--- src/rtl/vk_pkg.sv ---
package vk_pkg;

  typedef enum logic [1:0] {
    ST_IDLE = 2'd0,
    ST_RX   = 2'd1,
    ST_ACK  = 2'd2,
    ST_SKIP = 2'd3
  } xfer_st_e;

  typedef struct packed {
    logic [2:0] key_mode;
    logic       uv_offset;
    logic       key_en;
    logic       key_inv;
    logic [1:0] fmt;
    logic [2:0] key_dly;
    logic [7:0] key_ref;
  } ctrl_fields_t;

  // Address byte check: upper seven bits match, write direction only.
  function automatic logic addr_hit(input logic [7:0] b, input logic [6:0] tgt);
    return (b[7:1] == tgt) && (b[0] == 1'b0);
  endfunction

  // Bits kept by each control word; word 1 keeps only its delay field.
  function automatic logic [7:0] keep_mask(input int idx);
    return (idx == 1) ? 8'h07 : 8'hFF;
  endfunction

  function automatic ctrl_fields_t split_fields(input logic [7:0] w0,
                                                input logic [7:0] w1,
                                                input logic [7:0] w2);
    ctrl_fields_t f;
    f.key_mode  = w0[7:5];
    f.uv_offset = w0[4];
    f.key_en    = w0[3];
    f.key_inv   = w0[2];
    f.fmt       = w0[1:0];
    f.key_dly   = w1[2:0];
    f.key_ref   = w2;
    return f;
  endfunction

endpackage

--- src/rtl/vk_pin_sync.sv ---
module vk_pin_sync #(
  parameter int STAGES = 2
) (
  input  logic clk,
  input  logic rst_n,
  input  logic d_i,
  output logic q_o
);
  logic [STAGES-1:0] pipe_q;

  generate
    for (genvar s = 0; s < STAGES; s++) begin : g_stage
      if (s == 0) begin : g_first
        always_ff @(posedge clk or negedge rst_n)
          if (!rst_n) pipe_q[0] <= 1'b1;
          else        pipe_q[0] <= d_i;
      end else begin : g_next
        always_ff @(posedge clk or negedge rst_n)
          if (!rst_n) pipe_q[s] <= 1'b1;
          else        pipe_q[s] <= pipe_q[s-1];
      end
    end
  endgenerate

  assign q_o = pipe_q[STAGES-1];
endmodule

--- src/rtl/vk_xfer_fsm.sv ---
module vk_xfer_fsm
  import vk_pkg::*;
#(
  parameter logic [6:0] TGT_ADDR = 7'b1011111
) (
  input  logic       clk,
  input  logic       rst_n,
  input  logic       scl_s,
  input  logic       sda_s,
  output logic       sda_pull_o,
  output logic       wr_stb_o,
  output logic [7:0] wr_sub_o,
  output logic [7:0] wr_data_o
);
  localparam int BITS = 8;

  logic       scl_d_q, sda_d_q;
  xfer_st_e   st_q;
  logic [3:0] cnt_q;
  logic [1:0] idx_q;
  logic [7:0] sh_q, sub_q;
  logic       pull_q;

  // Named bus events for the assertions.
  logic scl_rise_w, scl_fall_w, start_w, stop_w, byte_end_w, addr_nack_w;

  assign scl_rise_w  = !scl_d_q && scl_s;
  assign scl_fall_w  = scl_d_q && !scl_s;
  assign start_w     = scl_d_q && scl_s && sda_d_q && !sda_s;
  assign stop_w      = scl_d_q && scl_s && !sda_d_q && sda_s;
  assign byte_end_w  = (st_q == ST_RX) && (cnt_q == 4'(BITS)) && scl_fall_w;
  assign addr_nack_w = byte_end_w && (idx_q == 2'd0) && !addr_hit(sh_q, TGT_ADDR);

  always_ff @(posedge clk or negedge rst_n) begin
    if (!rst_n) begin
      scl_d_q <= 1'b1;
      sda_d_q <= 1'b1;
    end else begin
      scl_d_q <= scl_s;
      sda_d_q <= sda_s;
    end
  end

  always_ff @(posedge clk or negedge rst_n) begin
    if (!rst_n) begin
      st_q   <= ST_IDLE;
      cnt_q  <= '0;
      idx_q  <= '0;
      sh_q   <= '0;
      sub_q  <= '0;
      pull_q <= 1'b0;
    end else if (start_w) begin
      st_q   <= ST_RX;
      cnt_q  <= '0;
      idx_q  <= '0;
      pull_q <= 1'b0;
    end else if (stop_w) begin
      st_q   <= ST_IDLE;
      pull_q <= 1'b0;
    end else begin
      case (st_q)
        ST_RX: begin
          if (scl_rise_w && cnt_q < 4'(BITS)) begin
            sh_q  <= {sh_q[6:0], sda_s};
            cnt_q <= cnt_q + 4'd1;
          end else if (byte_end_w) begin
            if (addr_nack_w) begin
              st_q <= ST_SKIP;
            end else begin
              if (idx_q == 2'd1) sub_q <= sh_q;
              st_q   <= ST_ACK;
              pull_q <= 1'b1;
            end
          end
        end
        ST_ACK: begin
          if (scl_fall_w) begin
            pull_q <= 1'b0;
            cnt_q  <= '0;
            if (idx_q == 2'd2) begin
              st_q <= ST_SKIP;
            end else begin
              idx_q <= idx_q + 2'd1;
              st_q  <= ST_RX;
            end
          end
        end
        default: ;
      endcase
    end
  end

  assign sda_pull_o = pull_q;
  assign wr_stb_o   = byte_end_w && (idx_q == 2'd2) && !start_w && !stop_w;
  assign wr_sub_o   = sub_q;
  assign wr_data_o  = sh_q;


  pull_edge_chk: assert property (@(posedge clk) disable iff (!rst_n)
    $rose(pull_q) |-> $past(scl_fall_w));

  pull_slot_chk: assert property (@(posedge clk) disable iff (!rst_n)
    pull_q |-> (st_q == ST_ACK));

  addr_nack_chk: assert property (@(posedge clk) disable iff (!rst_n)
    (addr_nack_w && !start_w && !stop_w) |=> (!pull_q && st_q == ST_SKIP));

  restart_chk: assert property (@(posedge clk) disable iff (!rst_n)
    start_w |=> (st_q == ST_RX && cnt_q == 4'd0 && idx_q == 2'd0 && !pull_q));
endmodule

--- src/rtl/vk_ctrl_regs.sv ---
module vk_ctrl_regs
  import vk_pkg::*;
#(
  parameter int NUM_REGS = 3
) (
  input  logic         clk,
  input  logic         rst_n,
  input  logic         wr_stb_i,
  input  logic [7:0]   wr_sub_i,
  input  logic [7:0]   wr_data_i,
  output ctrl_fields_t fields_o
);
  logic [7:0] regs_q [NUM_REGS];

  generate
    for (genvar r = 0; r < NUM_REGS; r++) begin : g_reg
      always_ff @(posedge clk or negedge rst_n)
        if (!rst_n) regs_q[r] <= '0;
        else if (wr_stb_i && wr_sub_i == 8'(r))
          regs_q[r] <= wr_data_i & keep_mask(r);
    end
  endgenerate

  assign fields_o = split_fields(regs_q[0], regs_q[1], regs_q[2]);


  hold_chk: assert property (@(posedge clk) disable iff (!rst_n)
    (!wr_stb_i || wr_sub_i >= 8'(NUM_REGS)) |=> $stable(fields_o));

  dly_write_chk: assert property (@(posedge clk) disable iff (!rst_n)
    (wr_stb_i && wr_sub_i == 8'd1) |=> (fields_o.key_dly == $past(wr_data_i[2:0])));
endmodule

--- src/rtl/vk_ctrl_target.sv ---
module vk_ctrl_target
  import vk_pkg::*;
#(
  parameter logic [6:0] TGT_ADDR    = 7'b1011111,
  parameter int         SYNC_STAGES = 2,
  parameter int         NUM_REGS    = 3
) (
  input  logic       clk,
  input  logic       rst_n,
  input  logic       scl_i,
  input  logic       sda_i,
  output logic       sda_pull_o,
  output logic [2:0] key_mode_o,
  output logic       uv_offset_o,
  output logic       key_en_o,
  output logic       key_inv_o,
  output logic [1:0] fmt_o,
  output logic [2:0] key_dly_o,
  output logic [7:0] key_ref_o
);
  logic         scl_s, sda_s, wr_stb;
  logic [7:0]   wr_sub, wr_data;
  ctrl_fields_t fields;

  vk_pin_sync #(.STAGES(SYNC_STAGES)) u_scl_sync (
    .clk(clk), .rst_n(rst_n), .d_i(scl_i), .q_o(scl_s));
  vk_pin_sync #(.STAGES(SYNC_STAGES)) u_sda_sync (
    .clk(clk), .rst_n(rst_n), .d_i(sda_i), .q_o(sda_s));

  vk_xfer_fsm #(.TGT_ADDR(TGT_ADDR)) u_fsm (
    .clk(clk), .rst_n(rst_n), .scl_s(scl_s), .sda_s(sda_s),
    .sda_pull_o(sda_pull_o), .wr_stb_o(wr_stb),
    .wr_sub_o(wr_sub), .wr_data_o(wr_data));

  vk_ctrl_regs #(.NUM_REGS(NUM_REGS)) u_regs (
    .clk(clk), .rst_n(rst_n), .wr_stb_i(wr_stb),
    .wr_sub_i(wr_sub), .wr_data_i(wr_data), .fields_o(fields));

  assign key_mode_o  = fields.key_mode;
  assign uv_offset_o = fields.uv_offset;
  assign key_en_o    = fields.key_en;
  assign key_inv_o   = fields.key_inv;
  assign fmt_o       = fields.fmt;
  assign key_dly_o   = fields.key_dly;
  assign key_ref_o   = fields.key_ref;
endmodule

--- config.mk ---
export PLATFORM = sky130hd
export DESIGN_NAME = vk_ctrl_target
export DESIGN_NICKNAME = d
export VERILOG_FILES = /design/src/rtl/vk_pkg.sv /design/src/rtl/vk_pin_sync.sv /design/src/rtl/vk_xfer_fsm.sv /design/src/rtl/vk_ctrl_regs.sv /design/src/rtl/vk_ctrl_target.sv
export SDC_FILE = /design/constraint.sdc
export NUM_CORES = 1
export LEC_CHECK = 0
export BUFFER_PORTS_ARGS = -buffer_cell sky130_fd_sc_hd__buf_4
export CAP_MARGIN = 30
export CORE_MARGIN = 3
export CORE_UTILIZATION = 61
export DETAILED_ROUTE_END_ITERATION = 12
export PLACE_DENSITY_LB_ADDON = 0.2
export SYNTH_ARGS = -nofsm -noshare
export SYNTH_HDL_FRONTEND = slang
export SYNTH_SLANG_ARGS = --single-unit
--- constraint.sdc ---
create_clock -name clk -period 3.4 [get_ports clk]
set_input_delay 0.51 -clock clk [delete_from_list [all_inputs] [get_ports clk]]
set_output_delay 0.51 -clock clk [all_outputs]
set_load 0.05 [all_outputs]
==> flow_metrics.env, run 1 <==
export IMPL_final_seq_area_mm2=0.00126
export IMPL_fillers=212
export IMPL_syn_area_mm2=0.00215
export IMPL_nNetsFinal=199
export IMPL_power_density_mw_per_mm2=614
export IMPL_min_period_over_period_pct=71.0
export IMPL_path_clk_slew_ps=160
export IMPL_synth_edf_count=0
export IMPL_synth_top_cell_by_area="dfrtp_1"
export IMPL_arrival_ps=2670
export IMPL_firstDrtPassIters=4
export IMPL_end_kind="flip-flop"
export IMPL_path_buf_inv=1
export IMPL_post_place_ws_ps=1040
export IMPL_required_ps=3660
export IMPL_grt_usage_pct=19.9
export IMPL_grt_ovfl_total=0
export IMPL_status="finished clean"
export IMPL_relSlewSlack_pct=42.0
export IMPL_fin_setup_tns_ps=0
export IMPL_numCtsBuffers=5
export IMPL_cts_htree_levels=2
export IMPL_multiInputGateArea_um2=865
export IMPL_grt_pass1_vias=1375
export IMPL_ys_async_sr_fraction_pct=100
export IMPL_critPathKind="reg2reg"
export IMPL_fin_skew_ps=18.3
export IMPL_synth_area_top_cells="dfrtp_1, mux2_2, dfstp_2"
export IMPL_finalHoldViolations=0
export IMPL_dp_cells=225
export IMPL_ant_nets=0
export IMPL_min_period_ps=2410
export IMPL_crit_chain="inv_1, ha_1, and4b_1, nand3b_1, or3_4, nor3b_4, mux2_2"
export IMPL_cp_slowest_stage_delay_ps=450
export IMPL_worstReg2RegEnd="u_regs.fields_o[7]"
export IMPL_yosysTopAreaCellShare_pct=51.1
export IMPL_dr_total_vias=1366
export IMPL_crit_path_max_fanout=8
export IMPL_drc=0
export IMPL_holdBufCountCts=0
export IMPL_core_mm2=0.00320
export IMPL_pin_count=24
export IMPL_syn_nets=170
export IMPL_grt_max_degree=51
export IMPL_rsz0062_at_grt="no"
export IMPL_die_h_um=65.4
export IMPL_dieArea_mm2=0.00428
export IMPL_die_x_um=65.4
export IMPL_drt_total_wl_mm=3.84
export IMPL_post_cts_buffers=0
export IMPL_cts_root_buf="clkbuf_4"
export IMPL_vdd_drop_max_mv=0.407
export IMPL_ctsResizeCount=0
export IMPL_worst_pin_slew_ps=866
export IMPL_mostFrequentLayoutCells="dfrtp_1, mux2_2, buf_4, nor2_1, nand2_1"
export IMPL_hpwl_mm=2.69
export IMPL_start_util_pct=67.2
export IMPL_viasPerCell=5.86
export IMPL_ys_types=38
export IMPL_clockBufferDepth=2
export IMPL_layout_drive_gt1_share_pct=40.2
export IMPL_syn_area_per_cell_um2=13.5
export IMPL_avgRoutedWirePerCell_um=16.5
export IMPL_grt_pass1_wl_mm=6.47
export IMPL_ys_warn_count=0
export IMPL_reg2reg_from="u_fsm.cnt_q[0]"
export IMPL_place_gp_congestion=0.903
export IMPL_maxCapViolations=0
export IMPL_reg2reg_depth=7
export IMPL_tritoncts="yes"
export IMPL_path_delay_family="simple AND/OR/NAND/NOR gates"
export IMPL_stdcell_count=233
export IMPL_synth_main_ff_cell="dfrtp_1"
export IMPL_finalSetupViolCount=0
export IMPL_syn_inst=159
export IMPL_ff2ff_setup_slack_ps=990
export IMPL_drtIter0Drc=61
export IMPL_critPathLaunchType="flip-flop"
export IMPL_leakage_nw=1.21
export IMPL_layout_commonest_cell="dfrtp_1"
export IMPL_hold_path_class="in2async"
export IMPL_antenna_found_initial=0
export IMPL_setup_ws_ps=986
export IMPL_clock_latency_ps=370
export IMPL_finalMaxSlewViolations=0
export IMPL_areaGrowthSynthToFinish_pct=14.2
export IMPL_clock_sink_count=50
export IMPL_ys_ff_latch=50
export IMPL_fmax_mhz=414
export IMPL_critPathLaunch="u_fsm.cnt_q[0]"
export IMPL_ys_seq_area_share_pct=58.5
export IMPL_rows=20
export IMPL_cp_slowest_cell="dfrtp_1"
export IMPL_numPortBuffers=23
export IMPL_diodes=0
area by class of cell:
class                           instances  area share (%)
Inverter                                7            1.07
Tap cell                               44            2.24
Clock buffer                            5            1.53
Sequential cell                        50            51.2
Timing Repair Buffer                   23            7.02
Clock inverter                          3            1.78
Multi-Input combinational cell        101            35.2
power breakdown:
part,switching (mW),total (mW),leakage (nW),internal (mW)
clock network,0.192,0.348,0.0456,0.156
registers,0.0873,0.762,0.659,0.675
logic,0.229,0.400,0.510,0.171
total,0.508,1.51,1.21,1.00
synthesized netlist by cell type (2+ instances only):
| cell type | number |
|---|---|
| dfrtp_1 | 44 |
| mux2_2 | 35 |
| nor2_1 | 9 |
| nand2_1 | 8 |
| ha_1 | 7 |
| inv_1 | 7 |
| dfstp_2 | 6 |
| nand2b_1 | 4 |
| o21ai_0 | 4 |
| nand3_1 | 3 |
| a21oi_1 | 2 |
| nand4b_1 | 2 |
| o211ai_1 | 2 |
| or4_1 | 2 |
routing by layer:
metal,track usage [%],share of wire (%)
met5,0,0
met4,6.22,0.10
met3,5.13,5.9
met2,31.0,47
met1,27.7,47
flip-flops by register name, summed over array words and instances (netlist names):
name,count
u_regs.fields_o,19
u_fsm.sda_d_q,1
u_fsm.idx_q,2
u_fsm.st_q,2
u_fsm.scl_d_q,1
u_sda_sync.pipe_q,1
u_scl_sync.pipe_q,1
u_scl_sync.q_o,1
u_fsm.cnt_q,4
u_sda_sync.q_o,1
u_fsm.wr_sub_o,8
u_fsm.sda_pull_o,1
u_fsm.wr_data_o,8
worst register-to-register path: stages, from the launching register on:
cell	delay (ps)
dfrtp_1	450
inv_1	80
ha_1	140
and4b_1	240
nand3b_1	160
or3_4	390
nor3b_4	450
mux2_2	400
worst max path at each step:
stage / depth (start not counted) / slack, ps / endpoint
finish: 7 / 990 / u_regs.fields_o[7]
global route: 7 / 850 / u_regs.fields_o[0]
CTS: 7 / 1000 / u_regs.fields_o[0]
detailed placement: 7 / 1040 / u_regs.fields_o[7]
global placement: 7 / 1090 / u_regs.fields_o[4]
floorplan: 7 / 1320 / u_regs.fields_o[0]
metrics by stage:
step           area (um2)  hold slack (ps)  total power, mW  util, %
2_1_floorplan        2150              214             1.05        -
3_3_place_gp         2380              346             1.14     74.2
3_5_place_dp         2380              347             1.17     74.2
4_1_cts              2460              142             1.51     76.8
5_1_grt              2460              150             1.60     76.8
6_report             2460              125             1.51     76.8
cells by family (layout without fill, tap and decap cells):
logic type	after synthesis	after routing	share of synthesized area, %
muxes	35	35	18.3
AOI/OAI and AO/OA	15	15	4.65
DFF	50	50	58.5
adders and majority gates	7	7	4.07
buffers and inverters	8	38	1.39
xor gates and xnor gates	1	1	0.407
and+or+nand+nor	43	43	12.7
Note: power is estimated with default switching activity, not from simulation.
==> inputs of run 2 (changes only) <==
--- a/config.mk
+++ b/config.mk
@@ -8,7 +8,7 @@
 export BUFFER_PORTS_ARGS = -buffer_cell sky130_fd_sc_hd__buf_4
 export CAP_MARGIN = 30
 export CORE_MARGIN = 3
-export CORE_UTILIZATION = 61
+export CORE_UTILIZATION = 57
 export DETAILED_ROUTE_END_ITERATION = 12
 export PLACE_DENSITY_LB_ADDON = 0.2
 export SYNTH_ARGS = -nofsm -noshare
==> constraint.sdc (replaced) <==
create_clock -name clk -period 2.46 [get_ports clk]
set_input_delay 0.369 -clock clk [delete_from_list [all_inputs] [get_ports clk]]
set_output_delay 0.369 -clock clk [all_outputs]
set_load 0.05 [all_outputs]
==> flow_metrics.env, run 2 (same netlist as run 1, synthesis figures left out) <==
export IMPL_grt_max_degree=51
export IMPL_end_kind="flip-flop"
export IMPL_final_area_mm2=0.00251
export IMPL_layout_commonest_cell="dfrtp_1"
export IMPL_die_h_um=67.5
export IMPL_clock_sink_count=50
export IMPL_nNetsFinal=203
export IMPL_hold_path_class="in2async"
export IMPL_die_x_um=67.5
export IMPL_dp_cells=229
export IMPL_relSlewSlack_pct=59.6
export IMPL_finalHoldViolations=0
export IMPL_viasPerCell=5.82
export IMPL_diodes=0
export IMPL_start_util_pct=61.6
export IMPL_clock_latency_ps=300
export IMPL_p_total_mw=2.12
export IMPL_cts_htree_levels=2
export IMPL_critPathLaunch="u_fsm.st_q[1]"
export IMPL_grt_pass1_wl_mm=6.82
export IMPL_required_ps=2650
export IMPL_grt_ovfl_total=0
export IMPL_leakage_nw=1.25
export IMPL_grt_usage_pct=20.3
export IMPL_mostFrequentLayoutCells="dfrtp_1, mux2_2, buf_4, nor2_1, nand2_1"
export IMPL_status="finished clean"
export IMPL_numPortBuffers=23
export IMPL_finalMaxSlewViolations=0
export IMPL_antenna_found_initial=0
export IMPL_rows=21
export IMPL_numCtsBuffers=5
export IMPL_hpwl_mm=2.89
export IMPL_areaGrowthSynthToFinish_pct=16.8
export IMPL_tritoncts="yes"
export IMPL_fin_setup_tns_ps=0
export IMPL_cp_slowest_stage_delay_ps=400
export IMPL_fin_skew_ps=8.09
export IMPL_final_seq_area_mm2=0.00126
export IMPL_vdd_drop_max_mv=0.466
export IMPL_drt_total_wl_mm=3.96
export IMPL_avgRoutedWirePerCell_um=16.6
export IMPL_reg2reg_from="u_fsm.st_q[1]"
export IMPL_dpl_cell_area_mm2=0.00239
export IMPL_dieArea_mm2=0.00455
export IMPL_pin_count=24
export IMPL_cts_root_buf="clkbuf_8"
export IMPL_finalSetupViolCount=0
export IMPL_layout_drive_gt1_share_pct=41.5
export IMPL_worst_pin_slew_ps=605
export IMPL_ant_nets=0
export IMPL_min_period_ps=2320
export IMPL_grt_pass1_vias=1408
export IMPL_clockBufferDepth=2
export IMPL_fillers=228
export IMPL_path_clk_slew_ps=80
export IMPL_ctsResizeCount=0
export IMPL_crit_path_max_fanout=5
export IMPL_critPathLaunchType="flip-flop"
export IMPL_fmax_mhz=431
export IMPL_maxCapViolations=0
export IMPL_largest_register_ffs=19
export IMPL_min_period_over_period_pct=94.2
export IMPL_dr_total_vias=1390
export IMPL_rsz0062_at_grt="no"
export IMPL_drtIter0Drc=135
export IMPL_place_gp_congestion=0.887
export IMPL_multiInputGateArea_um2=865
export IMPL_arrival_ps=2500
export IMPL_ff2ff_setup_slack_ps=140
export IMPL_crit_chain="inv_1, ha_1, and4b_1, nand3b_1, or3_4, nor3b_4, buf_4, mux2_2"
export IMPL_stdcell_count=239
export IMPL_firstDrtPassIters=4
export IMPL_critPathKind="reg2reg"
export IMPL_power_density_mw_per_mm2=844
export IMPL_cp_slowest_cell="dfrtp_1"
export IMPL_drc=0
export IMPL_core_mm2=0.00349
==> run 2: cell count changes in the layout (fill, tap and decap cells not counted), sizes merged <==
cell / change
buf: +4
bufinv: -1
clkbuf: +2
inv: -1
==> run 2: worst paths after layout <==
path | endpoint | cells after the start
min in group clk | u_scl_sync.pipe_q[0] | 1
worst min-delay path | u_fsm.idx_q[0] | 1
worst max-delay path | u_regs.fields_o[5] | 8
max in group asynchronous | u_regs.fields_o[4] | 1
worst max register to register | u_regs.fields_o[5] | 8
worst min register to register | u_sda_sync.q_o | 0
==> run 2: worst max-delay path, delay by kind of cell, from the launching register on <==
family / cells / cell delay (ps)
buffers and inverters: 2 / 250
multiplexers: 1 / 340
adder cells (fa/ha/maj): 1 / 210
AND/OR/NAND/NOR: 4 / 1020
flip-flops: 1 / 400
==> run 2: power by group <==
group	total, mW	internal (mW)	switching [mW]
logic	0.561	0.235	0.326
registers	1.05	0.933	0.117
clock network	0.512	0.258	0.254
==> run 2: final cells by class <==
type	instances	share of cell area, %
Clock inverter	1	0.348
Multi-Input combinational cell	101	34.4
Inverter	7	1.04
Tap cell	46	2.29
Clock buffer	7	3.83
Sequential cell	50	50.0
Timing Repair Buffer	27	8.06
==> run 2: layer usage <==
layer,part of all wire (%),GRT usage [%],vias to the layer above,wire [um]
li1,-,-,636,-
met1,41,25.4,692,1620
met4,1.9,4.81,0,74
met3,5.0,5.82,13,200
met2,52,34.5,49,2070
met5,0,0,-,0
==> run 2: metrics by stage <==
step           utilization, %  setup WS (ps)  hold slack, ps
6_report                 72.0            142            68.5
5_1_grt                  72.0           75.6             112
4_1_cts                  71.5           58.8             100
3_5_place_dp             68.5           79.0             349
3_3_place_gp             68.5            207             347
2_1_floorplan               -            382            73.4
==> run 2: timing repair <==
action / in CTS / in global routing
endpoints found under the hold margin: 0 / 0
setup buffers: 0 / 2
hold buffers: 0 / 0
endpoints found under the setup margin: 0 / 8
